--- config.mk ---
export PLATFORM = sky130hd
export DESIGN_NAME = sfd_top
export DESIGN_NICKNAME = d
export VERILOG_FILES = /design/src/rtl/sfd_pkg.sv /design/src/rtl/sfd_classify.sv /design/src/rtl/sfd_restore.sv /design/src/rtl/sfd_flagtrk.sv /design/src/rtl/sfd_top.sv
export SDC_FILE = /design/constraint.sdc
export NUM_CORES = 1
export LEC_CHECK = 0
export BUFFER_PORTS_ARGS = -buffer_cell sky130_fd_sc_hd__buf_2
export CORE_MARGIN = 2
export CORE_UTILIZATION = 50
export DETAILED_ROUTE_END_ITERATION = 10
export GPL_TIMING_DRIVEN = 1
export PLACE_DENSITY = 0.81
export SLEW_MARGIN = 10
export SYNTH_ARGS = -nofsm -noshare
export SYNTH_HDL_FRONTEND = slang
export SYNTH_SLANG_ARGS = --single-unit
--- constraint.sdc ---
create_clock -name clk -period 5.9 [get_ports clk]
set_input_delay 0 -clock clk [delete_from_list [all_inputs] [get_ports clk]]
set_output_delay 0 -clock clk [all_outputs]
set_load 0.02 [all_outputs]
--- src/rtl/sfd_pkg.sv ---
package sfd_pkg;
  localparam int CODE_W = 4;

  typedef enum logic [2:0] {
    FT_FILL,
    FT_DATA,
    FT_DATA_INV,
    FT_CTRL,
    FT_CTRL_INV,
    FT_BAD
  } ftype_e;

  localparam logic [CODE_W-1:0] CODE_DATA     = 4'b0011;
  localparam logic [CODE_W-1:0] CODE_DATA_INV = 4'b1100;
  localparam logic [CODE_W-1:0] CODE_CTRL     = 4'b0101;
  localparam logic [CODE_W-1:0] CODE_CTRL_INV = 4'b1010;
endpackage

--- src/rtl/sfd_classify.sv ---
module sfd_classify
  import sfd_pkg::*;
#(
  parameter int W_WIDE   = 20,
  parameter int W_NARROW = 16
) (
  input  logic              wide_sel,
  input  logic [CODE_W-1:0] ctrl,
  input  logic [W_WIDE-1:0] data,
  output ftype_e            ftype
);
  localparam int WLO = W_WIDE / 2 - 1;
  localparam int WHI = W_WIDE / 2;
  localparam int NLO = W_NARROW / 2 - 1;
  localparam int NHI = W_NARROW / 2;

  logic [1:0] ctr;

  always_comb begin
    ctr = wide_sel ? {data[WHI], data[WLO]} : {data[NHI], data[NLO]};
    case (ctrl)
      CODE_DATA:     ftype = FT_DATA;
      CODE_DATA_INV: ftype = FT_DATA_INV;
      CODE_CTRL:     ftype = (ctr == 2'b10) ? FT_CTRL :
                             (ctr == 2'b01) ? FT_FILL : FT_BAD;
      CODE_CTRL_INV: ftype = (ctr == 2'b01) ? FT_CTRL_INV :
                             (ctr == 2'b10) ? FT_FILL : FT_BAD;
      default:       ftype = FT_BAD;
    endcase
  end
endmodule

--- src/rtl/sfd_restore.sv ---
module sfd_restore
  import sfd_pkg::*;
#(
  parameter int W_WIDE   = 20,
  parameter int W_NARROW = 16
) (
  input  logic              wide_sel,
  input  ftype_e            ftype,
  input  logic [W_WIDE-1:0] data,
  output logic [W_WIDE-1:0] payload
);
  localparam int WH = W_WIDE / 2;
  localparam int NH = W_NARROW / 2;
  localparam int WP = W_WIDE - 2;
  localparam int NP = W_NARROW - 2;

  logic [W_WIDE-1:0] fld;
  logic [W_WIDE-1:0] wpack;
  logic [W_WIDE-1:0] npack;
  logic              inv;

  assign inv = (ftype == FT_DATA_INV) || (ftype == FT_CTRL_INV);

  always_comb begin
    fld = '0;
    if (wide_sel) fld = data;
    else          fld[W_NARROW-1:0] = data[W_NARROW-1:0];
    if (inv) begin
      fld = ~fld;
      if (!wide_sel) fld[W_WIDE-1:W_NARROW] = '0;
    end
  end

  always_comb begin
    wpack = '0;
    npack = '0;
    wpack[WP-1:0] = {fld[W_WIDE-1:WH+1], fld[WH-2:0]};
    npack[NP-1:0] = {fld[W_NARROW-1:NH+1], fld[NH-2:0]};
  end

  always_comb begin
    case (ftype)
      FT_DATA, FT_DATA_INV: payload = fld;
      FT_CTRL, FT_CTRL_INV: payload = wide_sel ? wpack : npack;
      default:              payload = '0;
    endcase
  end
endmodule

--- src/rtl/sfd_flagtrk.sv ---
module sfd_flagtrk (
  input  logic clk,
  input  logic rst,
  input  logic upd,
  input  logic rx_flag,
  output logic mism
);
  logic exp_q;

  assign mism = upd && (rx_flag != exp_q);

  always_ff @(posedge clk) begin
    if (rst)      exp_q <= 1'b0;
    else if (upd) exp_q <= ~rx_flag;
  end


  track_update_chk: assert property (@(posedge clk) disable iff (rst)
    upd |=> (exp_q == !$past(rx_flag)));


  track_hold_chk: assert property (@(posedge clk) disable iff (rst)
    !upd |=> $stable(exp_q));
endmodule

--- src/rtl/sfd_top.sv ---
module sfd_top
  import sfd_pkg::*;
#(
  parameter int W_WIDE   = 20,
  parameter int W_NARROW = 16
) (
  input  logic              clk,
  input  logic              rst,
  input  logic              wide_sel,
  input  logic              flag_sel,
  input  logic              in_valid,
  input  logic [3:0]        in_ctrl,
  input  logic [W_WIDE-1:0] in_data,
  input  logic              in_flag,
  output logic [W_WIDE-1:0] out_data,
  output logic              out_dav,
  output logic              out_cav,
  output logic              out_err,
  output logic              out_flag
);
  ftype_e            ftype;
  logic [W_WIDE-1:0] payload;
  logic              is_data;
  logic              is_ctrl;
  logic              is_bad;
  logic              upd;
  logic              mism;

  sfd_classify #(.W_WIDE(W_WIDE), .W_NARROW(W_NARROW)) u_classify (
    .wide_sel (wide_sel),
    .ctrl     (in_ctrl),
    .data     (in_data),
    .ftype    (ftype)
  );

  sfd_restore #(.W_WIDE(W_WIDE), .W_NARROW(W_NARROW)) u_restore (
    .wide_sel (wide_sel),
    .ftype    (ftype),
    .data     (in_data),
    .payload  (payload)
  );

  assign is_data = (ftype == FT_DATA) || (ftype == FT_DATA_INV);
  assign is_ctrl = (ftype == FT_CTRL) || (ftype == FT_CTRL_INV);
  assign is_bad  = (ftype == FT_BAD);
  assign upd     = in_valid && !flag_sel && is_data;

  sfd_flagtrk u_flagtrk (
    .clk     (clk),
    .rst     (rst),
    .upd     (upd),
    .rx_flag (in_flag),
    .mism    (mism)
  );

  always_ff @(posedge clk) begin
    if (rst || !in_valid) begin
      out_data <= '0;
      out_dav  <= 1'b0;
      out_cav  <= 1'b0;
      out_err  <= 1'b0;
      out_flag <= 1'b0;
    end else begin
      out_data <= payload;
      out_dav  <= is_data;
      out_cav  <= is_ctrl;
      if (flag_sel) begin
        out_err  <= is_bad;
        out_flag <= in_flag;
      end else begin
        out_err  <= is_bad || mism;
        out_flag <= is_data ? in_flag : 1'b0;
      end
    end
  end


  strobe_excl_chk: assert property (@(posedge clk) disable iff (rst)
    !(out_dav && out_cav));


  idle_quiet_chk: assert property (@(posedge clk) disable iff (rst)
    !$past(in_valid) |-> (!out_dav && !out_cav && !out_err && !out_flag));


  ctrl_upper_zero_chk: assert property (@(posedge clk) disable iff (rst)
    out_cav |-> (out_data[W_WIDE-1:W_WIDE-2] == '0));


  bad_code_chk: assert property (@(posedge clk) disable iff (rst)
    (out_err && !out_dav) |-> (!out_cav && out_data == '0));


  fill_flag_chk: assert property (@(posedge clk) disable iff (rst)
    ($past(!flag_sel && in_valid) && !out_dav) |-> !out_flag);
endmodule

==> results of run 1 <==
[flip-flops by register name, summed over array words and instances, names as in the netlist]
name,flops
out_err,1
out_dav,1
out_data,20
out_flag,1
out_cav,1
u_flagtrk.exp_q,1
[synthesized netlist by cell type (3+ instances only)]
cell	n
nor2_1	17
inv_1	5
nor3_1	8
ha_1	3
xor2_1	12
buf_2	5
nand3_1	3
o22ai_1	5
nand2b_1	3
and2_1	3
dfxtp_1	25
nor2b_1	3
a32oi_1	3
o21ai_0	3
mux2i_1	4
a21oi_1	14
nand2_1	10
[stage by stage]
step / util (%) / worst slack [ns] / power, mW / instance area, um^2
4_1_cts: 68.6 / 3.45 / 0.339 / 1880
5_1_grt: 68.6 / 3.22 / 0.354 / 1880
3_5_place_dp: 62.2 / 3.14 / 0.261 / 1700
2_1_floorplan: - / 3.75 / 0.234 / 1430
6_report: 68.6 / 3.42 / 0.338 / 1880
3_3_place_gp: 62.2 / 3.25 / 0.260 / 1700
[layer usage]
| layer | vias to the layer above | routed length [um] |
|---|---|---|
| met3 | 10 | 209 |
| met1 | 653 | 1420 |
| met5 | - | 0 |
| li1 | 729 | - |
| met2 | 67 | 1670 |
| met4 | 0 | 96 |
[where the power goes]
| group | leakage, nW | internal (mW) | switching (mW) |
|---|---|---|---|
| registers | 0.203 | 0.175 | 0.00129 |
| clock network | 0.0150 | 0.0264 | 0.0466 |
| logic | 0.651 | 0.0381 | 0.0510 |
| total | 0.869 | 0.239 | 0.0989 |
[worst max-delay path, delay by kind of cell]
family / cells / cell delay [ns]
AO/OA/AOI/OAI: 2 / 0.44
multiplexers: 1 / 0.25
adder cells (fa/ha/maj): 1 / 0.29
AND/OR/NAND/NOR: 4 / 0.92
buffers and inverters: 3 / 0.83
[logic make-up after synthesis]
group	Yosys count	share of synthesized area [%]
AOI/OAI and AO/OA	47	24.2
xor gates and xnor gates	13	7.98
adders and majority gates	3	2.63
buffers and inverters	13	4.12
DFF	25	35.1
muxes	4	2.80
and+or+nand+nor	62	23.2
[area by class of cell]
cell class,count,area (um^2),area share (%)
multi-input combinational,129,868,46.3
sequential,25,500,26.7
timing repair buffer,69,423,22.5
tap,31,38.8,2.07
clock buffer,4,26.3,1.40
inverter,5,18.8,1.00
[worst min path at each step]
stage,startpoint,end,slack (ns)
final,wide_sel,out_data[17]$_SDFF_PP0_,0.007
after detailed placement,rst,u_flagtrk.exp_q$_SDFFE_PP0P_,0.20
after global routing,wide_sel,out_data[17]$_SDFF_PP0_,0.006
after floorplan,rst,u_flagtrk.exp_q$_SDFFE_PP0P_,0.07
after CTS,wide_sel,out_data[17]$_SDFF_PP0_,0.0002
after global placement,rst,u_flagtrk.exp_q$_SDFFE_PP0P_,0.20
==> metrics.cfg, run 1 <==
[global_route]
overflow=0
met1_usage_pct=27.0
grt_busiest_layer=met2
antenna_found_initial=0
grt_pass1_vias=1255
grt_max_degree=21
grtUsageTotal_pct=21.3
grt_pass1_wl_um=5540
met3_usage_pct=2.04
met2_usage_pct=36.5

[logic_synthesis]
syn_nets=200
synth_area_um2=1430
synthCells=167
avgSynthCellArea_um2=8.55
seq_area_frac_synth_pct=35.1
ys_async_sr_fraction_pct=0
synth_area_leader_cell=dfxtp_1
synth_edf_count=0
yosysWarnings=0
synth_ff_type=dfxtp_1
ys_seq_elements=25
synth_cell_types=48
netlist.area_leader.share_pct=35.1
synthTopCellsByArea=dfxtp_1 35%, xor2_1 7.4%, a21oi_1 4.9%

[critical_path]
r2r_slack_ns=4.64
reg2reg_from=u_flagtrk.exp_q$_SDFFE_PP0P_
crit_path_frequent_cell=nor2_1
cp_max_fo=9
cp_slowest_stage_delay_ns=0.57
r2r_cells=3
cp_slowest_cell=dlygate4sd3_1
critPathArrivalTime_ns=2.74
worstSetupPathType=primary input to flop
path_cells=buf_2, mux2i_1, inv_1, ha_1, nor3b_1, o21a_1, nor2_1, nor4b_1, nor2_1, a211oi_1, dlygate4sd3_1
endpoint=u_flagtrk.exp_q$_SDFFE_PP0P_
start_kind=primary input
crit_path_start=wide_sel
cp.required_ns=6.16
crit_path_end_kind=flop
r2r_end=u_flagtrk.exp_q$_SDFFE_PP0P_

[flow_run]
cap_violations=0

[die]
dieHeight_um=57.4
die_w_um=57.4
num_io_pins=54
initial_utilization_pct=52.2
die-area_um2=3300
core_um2=2730
rows=19

[place]
dp_cells=244
dp_hpwl_um=2550
place_congestion=0.876
io_buffers=53

[clocking]
cts_inserted_buffers=3
root_buffer=clkbuf_4
clock_path_buffers=2
cts_setup_buffers=0
tritoncts=yes
ctsHtreeMaxLevel=1
clock_sink_count=25
post_cts_resized=0
clk_pin_slew_worst_paths_ns=0.13
cts.hold.buffers_added=15
clock_latency_ns=0.30

[run_status]
status=complete, no violations

[timing]
clock_skew_ns=0.000146
final-setup-viol-count=0
min_period_ns=2.48
max_freq_mhz=403
worst_slew_pin_slew_ns=0.813
slew_headroom_pct=45.7
final_max_slew_viol_count=0
hold_violations=0
rsz0062_at_grt=no
fin_crit_sh_pct=42.0
hold_ws_ns=0.00654
fin_setup_tns_ns=0

[drt]
wl_per_cell_um=12.9
num_vias=1459
drcViolationCount=0
routed_wl_um=3400
drtAntennaViolNets=0
drt_iter0_drc=19
first_pass_iters=4
avgViaCountPerCell=5.55

[cells_and_area]
finalNetCount=266
fillers=227
drive_gt1_share_pct=28.9
final_common_cell=buf_2
area_growth_pct=31.4
fin_cells=263
layout_common_cells=53 x buf_2, 25 x dfxtp_1, 17 x nor2_1
n_antenna_cell=0

[pwr]
peakVddDrop_uv=169
p_leak_nw=0.869
power.density_nw_per_um2=180

[min_path]
whs_path_depth=3
hold_path_class=primary input to flop

(Power assumes the default switching activity.)
==> run 2: changes to the inputs <==
- CORE_UTILIZATION: 50 -> 44
- PLACE_DENSITY: 0.81 -> 0.76
- clock period: 5.9 -> 2.05 ns (I/O delays scaled with it)
==> run 2 against run 1 <==
First-iteration DRC count grew to 3.7 times the previous value. Largest cell class unchanged. Sequential cell count is the same. Final area grew 16%. Sequential power grew to 2.9 times the previous value. Sequential share of layout area shrank 3.7 points. Final cell count grew 17%. Clock skew is essentially flat. Critical path depth grew 2. Worst setup slack lost 3.3 ns. Highest routed layer unchanged. Total power grew to 3.1 times the previous value. Combinational power grew to 3.6 times the previous value.
==> metrics.cfg, run 2 (same netlist as run 1, synthesis figures left out) <==
[place]
place_congestion=0.846
io_buffers=53
placed_area_um2=1970
dp_hpwl_um=2830

[pwr]
power.density_nw_per_um2=485
peakVddDrop_uv=214
p_leak_nw=1.02
power_mw=1.06

[die]
core_um2=3080
num_io_pins=54
dieHeight_um=61.0
die_w_um=61.0
rows=20
die-area_um2=3720
initial_utilization_pct=46.4

[clocking]
root_buffer=clkbuf_4
tritoncts=yes
clk_pin_slew_worst_paths_ns=0.14
cts_inserted_buffers=3
ctsHtreeMaxLevel=1
clock_latency_ns=0.32
cts_setup_buffers=0
clock_sink_count=25
clock_path_buffers=2

[critical_path]
cp_slowest_cell=dlygate4sd3_1
crit_path_start=wide_sel
crit_path_frequent_cell=buf_4
r2r_slack_ns=0.91
worstSetupPathType=primary input to flop
reg2reg_from=u_flagtrk.exp_q$_SDFFE_PP0P_
cp.required_ns=2.27
critPathArrivalTime_ns=2.17
crit_family=buffers and inverters
path_cells=buf_2, mux2i_1, buf_4, inv_1, ha_1, nand4b_1, a21oi_1, buf_4, a21oi_4, buf_4, nor2_1, o211a_1, dlygate4sd3_1
critPathBufInv=6
cp_slowest_stage_delay_ns=0.56
crit_path_end_kind=flop
start_kind=primary input
cp_max_fo=5

[cells_and_area]
largest_reg_flops=20
fillers=248
fin_area_um2=2180
layout_common_cells=53 x buf_2, 31 x buf_4, 25 x dfxtp_1
regMostFlops=out_data
final_core_util_pct=70.9
finalNetCount=297
n_antenna_cell=0
regArea_um2=500
drive_gt1_share_pct=39.5
area_growth_pct=52.8
multi_input_area_um2=918
final_common_cell=buf_2

[drt]
routed_wl_um=4030
first_pass_iters=4
num_vias=1572
wl_per_cell_um=13.1
drtAntennaViolNets=0
avgViaCountPerCell=5.12
drt_iter0_drc=70
drcViolationCount=0

[timing]
fin_crit_sh_pct=95.0
worst_slew_pin_slew_ns=0.517
final-setup-viol-count=0
fin_setup_tns_ns=0
clock_skew_ns=0.00000189
max_freq_mhz=513
min_period_ns=1.95
hold_violations=0
final_max_slew_viol_count=0
slew_headroom_pct=65.4

[min_path]
hold_path_class=primary input to flop
worstHoldStart=in_data[17]

[global_route]
antenna_found_initial=0
grt_pass1_wl_um=6110
grtUsageTotal_pct=22.1
overflow=0
grt_pass1_vias=1451
grt_max_degree=16
met2_usage_pct=40.1
met3_usage_pct=1.92
grt_busiest_layer=met2
met1_usage_pct=25.9

[run_status]
status=complete, no violations

[flow_run]
cap_violations=0

-- run 2: layout make-up --
class / count / area share, %
repair buffers: 100 / 30.2
clock inverters: 1 / 0.344
multi-input cells: 129 / 42.1
inverters: 5 / 0.861
well taps: 44 / 2.52
flip-flops and latches: 25 / 22.9
clock buffers: 3 / 1.03
-- run 2: power by group --
group          switching (mW)  internal, mW
clock                   0.153        0.0748
sequential            0.00486         0.504
combinational           0.164         0.156
-- run 2: path summary, 6_finish.rpt --
check	to	depth (start not counted)
hold / removal	out_data[15]$_SDFF_PP0_	3
setup / recovery	out_flag$_SDFF_PP0_	13
setup reg to reg	out_err$_SDFF_PP0_	3
hold reg to reg	u_flagtrk.exp_q$_SDFFE_PP0P_	2
-- run 2: worst register-to-register path: stages, from the launching register on --
cell and delay (ns):
dfxtp_1 0.34, xnor2_1 0.12, or4b_1 0.46, a21oi_1 0.15
-- run 2: per-stage QoR --
step | hold WS [ns] | setup WS [ns] | std cells
after floorplan | 0.0728 | 0.0155 | 167
after global placement | 0.195 | -0.0586 | 287
after detailed placement | 0.195 | -0.114 | 287
after CTS | 0.00117 | 0.0643 | 306
after global routing | 0.0146 | -0.000724 | 307
final | 0.0111 | 0.102 | 307
-- run 2: repair_timing --
action,in CTS,in global routing
setup endpoints to repair,0,1
gates resized for setup,0,5
hold buffers,15,1
endpoints found under the hold margin,14,1
-- run 2: metal layers --
metal,vias up,wire length [um]
li1,791,-
met1,719,1700
met2,51,2080
met3,11,164
met4,0,92
met5,-,0
